[src/rtl/dmaseq_pkg.sv]
`timescale 1ns/1ps
package dmaseq_pkg;
  typedef enum logic [2:0] {
    S_IDLE = 3'd0,
    S_REQ  = 3'd1,
    S_RD   = 3'd2,
    S_WR   = 3'd3,
    S_REL  = 3'd4
  } seq_state_e;

  typedef enum logic [1:0] {
    FLD_SRC = 2'd0,
    FLD_DST = 2'd1,
    FLD_CNT = 2'd2,
    FLD_CTL = 2'd3
  } cfg_fld_e;

  localparam int CTL_EN   = 0;
  localparam int CTL_SFIX = 1;
  localparam int CTL_DFIX = 2;

  // cycles a freshly enabled channel waits before it may be picked
  localparam int ARM_CYC  = 2;
endpackage

[src/rtl/dmaseq_chan.sv]
`timescale 1ns/1ps
module dmaseq_chan
  import dmaseq_pkg::*;
#(
  parameter int AW   = 16,
  parameter int CW   = 8,
  parameter int STEP = 2
) (
  input  logic          clk,
  input  logic          rst,
  input  logic          cfg_sel,
  input  logic [1:0]    cfg_fld,
  input  logic [AW-1:0] cfg_wdata,
  input  logic          unit_rd,
  input  logic          unit_done,
  output logic          en_o,
  output logic          ready_o,
  output logic          last_o,
  output logic [AW-1:0] src_o,
  output logic [AW-1:0] dst_o
);
  localparam int DLW = $clog2(ARM_CYC + 1);
  localparam logic [DLW-1:0] ARM_V = DLW'(ARM_CYC);

  logic          en_q, sfix_q, dfix_q;
  logic [AW-1:0] src_q, dst_q;
  logic [CW-1:0] cnt_q;
  logic [DLW-1:0] dly_q;

  always_ff @(posedge clk) begin
    if (rst) begin
      en_q   <= 1'b0;
      sfix_q <= 1'b0;
      dfix_q <= 1'b0;
      src_q  <= '0;
      dst_q  <= '0;
      cnt_q  <= '0;
      dly_q  <= '0;
    end else begin
      if (dly_q != ARM_V) dly_q <= dly_q + 1'b1;
      if (cfg_sel) begin
        case (cfg_fld_e'(cfg_fld))
          FLD_SRC: src_q <= cfg_wdata;
          FLD_DST: dst_q <= cfg_wdata;
          FLD_CNT: cnt_q <= cfg_wdata[CW-1:0];
          default: begin
            sfix_q <= cfg_wdata[CTL_SFIX];
            dfix_q <= cfg_wdata[CTL_DFIX];
            if (!cfg_wdata[CTL_EN]) begin
              en_q <= 1'b0;
            end else if (!en_q && cnt_q != '0) begin
              en_q  <= 1'b1;
              dly_q <= '0;
            end
          end
        endcase
      end
      if (unit_done) begin
        if (!sfix_q) src_q <= src_q + AW'(STEP);
        if (!dfix_q) dst_q <= dst_q + AW'(STEP);
        if (cnt_q != '0) cnt_q <= cnt_q - 1'b1;
        if (cnt_q == CW'(1)) en_q <= 1'b0;
      end
    end
  end

  assign en_o    = en_q;
  assign ready_o = en_q && (dly_q == ARM_V) && (cnt_q != '0);
  assign last_o  = (cnt_q == CW'(1));
  assign src_o   = src_q;
  assign dst_o   = dst_q;

  // no read strobe for this channel in the three cycles after enable
  assert_start_gap_R1: assert property (@(posedge clk) disable iff (rst)
    $rose(en_q) |-> ##1 !unit_rd ##1 !unit_rd ##1 !unit_rd);

  // a unit only completes while count is non-zero
  assert_count_live_R5: assert property (@(posedge clk) disable iff (rst)
    unit_done |-> (cnt_q != '0));

  // enable drops right after the last unit
  assert_en_clears_R8: assert property (@(posedge clk) disable iff (rst)
    (unit_done && cnt_q == CW'(1)) |=> !en_q);
endmodule

[src/rtl/dmaseq_arb.sv]
`timescale 1ns/1ps
module dmaseq_arb #(
  parameter int NCH = 3,
  parameter int IW  = 2
) (
  input  logic [NCH-1:0] req,
  output logic           any,
  output logic [IW-1:0]  idx
);
  logic lower_req;

  always_comb begin
    any = |req;
    idx = '0;
    for (int i = NCH - 1; i >= 0; i--) begin
      if (req[i]) idx = IW'(i);
    end
  end

  always_comb begin
    lower_req = 1'b0;
    for (int i = 0; i < NCH; i++) begin
      if (IW'(i) < idx && req[i]) lower_req = 1'b1;
    end
    if (any) begin
      assert_prio_pick_R4: assert (req[idx] && !lower_req)
        else $error("arbiter picked a channel that is not the lowest requester");
    end
  end
endmodule

[src/rtl/cs_dma_seq.sv]
`timescale 1ns/1ps
module cs_dma_seq
  import dmaseq_pkg::*;
#(
  parameter int NCH = 3,
  parameter int AW  = 16,
  parameter int DW  = 16,
  parameter int CW  = 8
) (
  input  logic                   clk,
  input  logic                   rst,
  input  logic                   cfg_we,
  input  logic [$clog2(NCH)-1:0] cfg_ch,
  input  logic [1:0]             cfg_fld,
  input  logic [AW-1:0]          cfg_wdata,
  output logic [NCH-1:0]         ch_en,
  output logic                   bus_req,
  input  logic                   bus_gnt,
  output logic [AW-1:0]          bus_addr,
  output logic                   bus_rd,
  output logic                   bus_wr,
  input  logic [DW-1:0]          bus_rdata,
  output logic [DW-1:0]          bus_wdata,
  output logic                   xfer_end
);
  localparam int IW   = $clog2(NCH);
  localparam int STEP = DW / 8;

  seq_state_e    st_q, st_n;
  logic [IW-1:0] cur_q, cur_n;
  logic [NCH-1:0] ready_v, last_v;
  logic [AW-1:0] src_v [NCH];
  logic [AW-1:0] dst_v [NCH];
  logic          pick_any;
  logic [IW-1:0] pick_idx;

  for (genvar g = 0; g < NCH; g++) begin : g_chan
    dmaseq_chan #(.AW(AW), .CW(CW), .STEP(STEP)) i_chan (
      .clk       (clk),
      .rst       (rst),
      .cfg_sel   (cfg_we && cfg_ch == IW'(g)),
      .cfg_fld   (cfg_fld),
      .cfg_wdata (cfg_wdata),
      .unit_rd   (bus_rd && cur_q == IW'(g)),
      .unit_done (st_q == S_WR && cur_q == IW'(g)),
      .en_o      (ch_en[g]),
      .ready_o   (ready_v[g]),
      .last_o    (last_v[g]),
      .src_o     (src_v[g]),
      .dst_o     (dst_v[g])
    );
  end

  dmaseq_arb #(.NCH(NCH), .IW(IW)) i_arb (
    .req (ready_v),
    .any (pick_any),
    .idx (pick_idx)
  );

  always_comb begin
    st_n  = st_q;
    cur_n = cur_q;
    case (st_q)
      S_IDLE: if (pick_any) begin
        st_n  = S_REQ;
        cur_n = pick_idx;
      end
      S_REQ: if (!pick_any) begin
        st_n = S_IDLE;
      end else begin
        cur_n = pick_idx;
        if (bus_gnt) st_n = S_RD;
      end
      S_RD:  st_n = S_WR;
      S_WR:  st_n = S_REL;
      S_REL: if (!pick_any) begin
        st_n = S_IDLE;
      end else begin
        cur_n = pick_idx;
        st_n  = bus_gnt ? S_RD : S_REQ;
      end
      default: st_n = S_IDLE;
    endcase
  end

  always_ff @(posedge clk) begin
    if (rst) begin
      st_q      <= S_IDLE;
      cur_q     <= '0;
      bus_req   <= 1'b0;
      bus_rd    <= 1'b0;
      bus_wr    <= 1'b0;
      bus_addr  <= '0;
      bus_wdata <= '0;
      xfer_end  <= 1'b0;
    end else begin
      st_q    <= st_n;
      cur_q   <= cur_n;
      bus_req <= st_n inside {S_REQ, S_RD, S_WR};
      bus_rd  <= (st_n == S_RD);
      bus_wr  <= (st_n == S_WR);
      if (st_n == S_RD)      bus_addr <= src_v[cur_n];
      else if (st_n == S_WR) bus_addr <= dst_v[cur_q];
      if (st_q == S_RD) bus_wdata <= bus_rdata;
      xfer_end <= (st_n == S_RD || st_n == S_WR) && last_v[cur_n];
    end
  end

  // a read cycle is always followed by its write cycle
  assert_rd_then_wr_R2: assert property (@(posedge clk) disable iff (rst)
    bus_rd |=> bus_wr);

  // the written word is the word read one cycle earlier
  assert_wr_data_R2: assert property (@(posedge clk) disable iff (rst)
    bus_wr |-> (bus_wdata == $past(bus_rdata)));

  // strobes are exclusive
  assert_strobe_excl_R2: assert property (@(posedge clk) disable iff (rst)
    $onehot0({bus_rd, bus_wr}));

  // one free bus cycle after every write
  assert_release_R3: assert property (@(posedge clk) disable iff (rst)
    bus_wr |=> (!bus_req && !bus_rd && !bus_wr));

  // a read only starts on an edge where the grant was present
  assert_gnt_R10: assert property (@(posedge clk) disable iff (rst)
    $rose(bus_rd) |-> $past(bus_gnt));

  // end marker only rides on bus cycles
  assert_end_on_cycle_R7: assert property (@(posedge clk) disable iff (rst)
    xfer_end |-> (bus_rd || bus_wr));
endmodule

[config.mk]
export PLATFORM = sky130hd
export DESIGN_NAME = cs_dma_seq
export DESIGN_NICKNAME = d
export VERILOG_FILES = /design/src/rtl/dmaseq_pkg.sv /design/src/rtl/dmaseq_chan.sv /design/src/rtl/dmaseq_arb.sv /design/src/rtl/cs_dma_seq.sv
export SDC_FILE = /design/constraint.sdc
export NUM_CORES = 1
export LEC_CHECK = 0
export BUFFER_PORTS_ARGS = -buffer_cell sky130_fd_sc_hd__buf_4
export CORE_ASPECT_RATIO = 2
export CORE_MARGIN = 2
export CORE_UTILIZATION = 61
export CTS_BUF_LIST = sky130_fd_sc_hd__clkbuf_16
export CTS_CLUSTER_DIAMETER = 150
export DETAILED_ROUTE_END_ITERATION = 10
export PLACE_DENSITY = 0.79
export REMOVE_ABC_BUFFERS = 1
export SETUP_SLACK_MARGIN = 0.1
export SYNTH_ARGS = -nofsm -noshare
export SYNTH_HDL_FRONTEND = slang
export SYNTH_SLANG_ARGS = --single-unit
[constraint.sdc]
create_clock -name clk -period 2.8 [get_ports clk]
set_input_delay 0.56 -clock clk [delete_from_list [all_inputs] [get_ports clk]]
set_output_delay 0.56 -clock clk [all_outputs]
set_load 0.05 [all_outputs]
==> metrics.cfg <==
[status]
status = complete, no violations

[die]
num_rows = 65
die_y_um = 182.2
dieArea_mm2 = 0.01697
io_pins = 79
start_util_pct = 61.73
core_region_area_mm2 = 0.01570
fp.dieW_um = 93.12

[place]
io_buffers = 78
dp_hpwl_mm = 21.70
place_ws_ns = 0.2569
gp_congestion = 0.9965
place_area_mm2 = 0.01037

[finish]
utilization_pct = 69.72
diodes = 0
most-common-layout-cells = 176 x dfxtp_1, 164 x nand2_1, 163 x nor2_1, 106 x a21oi_1, 102 x buf_4
fin_area_mm2 = 0.01094
nFillCells = 1328
multiInputGateArea_mm2 = 0.005688
fin_nets = 1352
mostFrequentLayoutCell = dfxtp_1
ff_latch_area_mm2 = 0.003523
layout-drive-gt1-share_pct = 13.62
area_delta_synth_final_pct = 12.94

[setup_path]
r2r-end = bus_addr[7]
worstReg2RegStart = g_chan[1].i_chan.cnt_q[0]
rr_worst_depth = 9
cp-start-kind = flop
arrival_ns = 2.81
endpoint_kind = flop
required_ns = 3.14
r2r_setup_slack_ns = 0.32
criticalPathCategory = reg2reg
crit_fanout = 19

[timing]
setup_viol = 0
slew_violations = 0
rsz0062_at_grt = false
skew_ns = 0.01069
setup_tns_ns = 0
setup_ws_ns = 0.3238
min_period_ns = 2.476
fmax_mhz = 403.8
hold_violations = 0
relSlewSlack_pct = 32.05
tightest_slew_ns = 1.016
fin_crit_sh_pct = 88.44

[route]
wire_per_inst_um = 20.25
drt-initial-drc-count = 860
vias = 9877
dr.pass1.iters = 5
postRouteAntennaNets = 0
wl_mm = 30.54
drt_drc_violations_left = 0
via_per_inst = 6.550

[clocking]
postCtsSetupRepairBufs = 0
cts.root.buffer_cell = clkbuf_16
numCtsBuffers = 17
cts_max_level = 4
clk_pin_slew_ns = 0.08
cts_tree = built
cts.sinks = 176
clkLatencyLatePin_ns = 0.44
cts_resized = 0
cts_buffer_depth = 2
holdBufCountCts = 0

[synthesis]
ys_async_sr_fraction_pct = 0
synth_cells = 1254
ys_top_cells_by_area = dfxtp_1 36%, nand2_1 6.4%, nor2_1 6.3%, a21oi_1 5.5%, o21ai_0 4.6%
postSynthAreaPerCell_um2 = 7.727
yosysTopAreaCell = dfxtp_1
synth_top_area_share_pct = 36.36
synth.cell_area_mm2 = 0.009689
ys_seq_elements = 176
synthFlopType = dfxtp_1
synthDistinctLibCells = 74
synth.yosys.seq_area_share_pct = 36.36
synth_edf_count = 0
yosysWarnings = 0

[grt]
grt.overflow.total = 0
grt_pass1_vias = 9287
antenna_found_initial = 0
grt_use_total_pct = 36.20
grt_max_degree = 148
grt_pass1_wl_mm = 47.85

[power_and_ir_drop]
vdd_ir_drop_max_uv = 396.8
p_leak_nw = 3.904
power.density_mw_per_mm2 = 481.0

[hold_path]
holdPathStages = 3
hp-class = in2reg
worstHoldStart = bus_rdata[5]
holdPathEnd = bus_wdata[5]

[job]
cap_violations = 0

==> worst max-delay path, stage by stage, from the launching register on <==
cell     delay (ns)
dfxtp_1        0.35
inv_1          0.10
ha_1           0.21
nor3b_1        0.40
a211o_1        0.22
nor2_1         0.07
a21oi_4        0.15
buf_12         0.18
mux2_2         0.34
a221o_1        0.33
==> synth_stat cells, drive strengths merged (20+ instances only) <==
cell type  count
dfxtp        176
nand2        166
nor2         164
a21oi        109
o21ai         90
clkbuf        56
nand3         50
nor3          43
inv           28
buf           27
mux2i         27
and3          25
nor4          21
a211oi        20
==> worst max path at each step <==
stage | slack, ns | start | cells past startpoint | endpoint
floorplan | 0.24 | cur_q[0] | 6 | g_chan[1].i_chan.src_o[12]
global placement | 0.28 | cfg_ch[0] | 7 | g_chan[0].i_chan.dst_o[6]
detailed placement | 0.26 | cfg_ch[0] | 7 | g_chan[0].i_chan.cnt_q[5]
CTS | 0.27 | g_chan[0].i_chan.cnt_q[0] | 9 | bus_addr[7]
global route | 0.17 | g_chan[1].i_chan.cnt_q[0] | 8 | g_chan[1].i_chan.cnt_q[5]
finish | 0.32 | g_chan[1].i_chan.cnt_q[0] | 9 | bus_addr[7]
==> layout make-up <==
class / count / area share (%)
clock buffer: 17 / 3.887
timing repair buffer: 104 / 7.363
sequential: 176 / 32.20
tap: 201 / 2.298
clock inverter: 15 / 1.315
inverter: 28 / 0.9604
multi-input combinational: 967 / 51.98
==> logic make-up (layout without fill, tap and decap cells) <==
| logic type | Yosys count | in the layout | share of synthesized area, % |
|---|---|---|---|
| AO/OA/AOI/OAI | 357 | 357 | 24.06 |
| adder cells (fa/ha/maj) | 18 | 18 | 2.324 |
| XOR/XNOR | 4 | 4 | 0.3615 |
| multiplexers | 44 | 44 | 4.765 |
| AND/OR/NAND/NOR | 544 | 544 | 27.13 |
| flip-flops | 176 | 176 | 36.36 |
| buffers and inverters | 111 | 164 | 4.997 |
==> where the power goes <==
part	total, mW	switching, mW	internal [mW]
logic	0.339	0.218	0.121
registers	2.59	0.0420	2.54
clock network	2.34	1.15	1.18
total	5.26	1.41	3.85
==> layer usage <==
layer  routed length [um]  global-route usage, %  part of all wire, %  up-vias
met2                15010                  62.52                   49      486
met4                 2741                  27.47                  9.0        0
met1                10770                  38.31                   35     4580
met5                    0                      0                    0        -
met3                 2006                  6.358                  6.6      155
li1                     -                      -                    -     4656
==> flip-flops by register name, summed over array words and instances (netlist names) <==
name and count:
st_q 3, g_chan.i_chan.dst_o 48, g_chan.i_chan.src_o 48, g_chan.i_chan.dly_q 6, bus_wr 1, xfer_end 1, bus_req 1, bus_addr 16
bus_wdata 16, g_chan.i_chan.sfix_q 3, bus_rd 1, cur_q 2, g_chan.i_chan.en_o 3, g_chan.i_chan.dfix_q 3, g_chan.i_chan.cnt_q 24
==> stage by stage <==
stage | total power [mW] | hold slack, ns | cells
after floorplan | 2.775 | 0.4268 | 1171
after global placement | 2.962 | 0.4412 | 1476
after detailed placement | 2.975 | 0.4476 | 1476
after CTS | 5.263 | 0.3583 | 1508
after global routing | 5.408 | 0.3666 | 1508
final | 5.264 | 0.3616 | 1508
(Power assumes the default switching activity.)
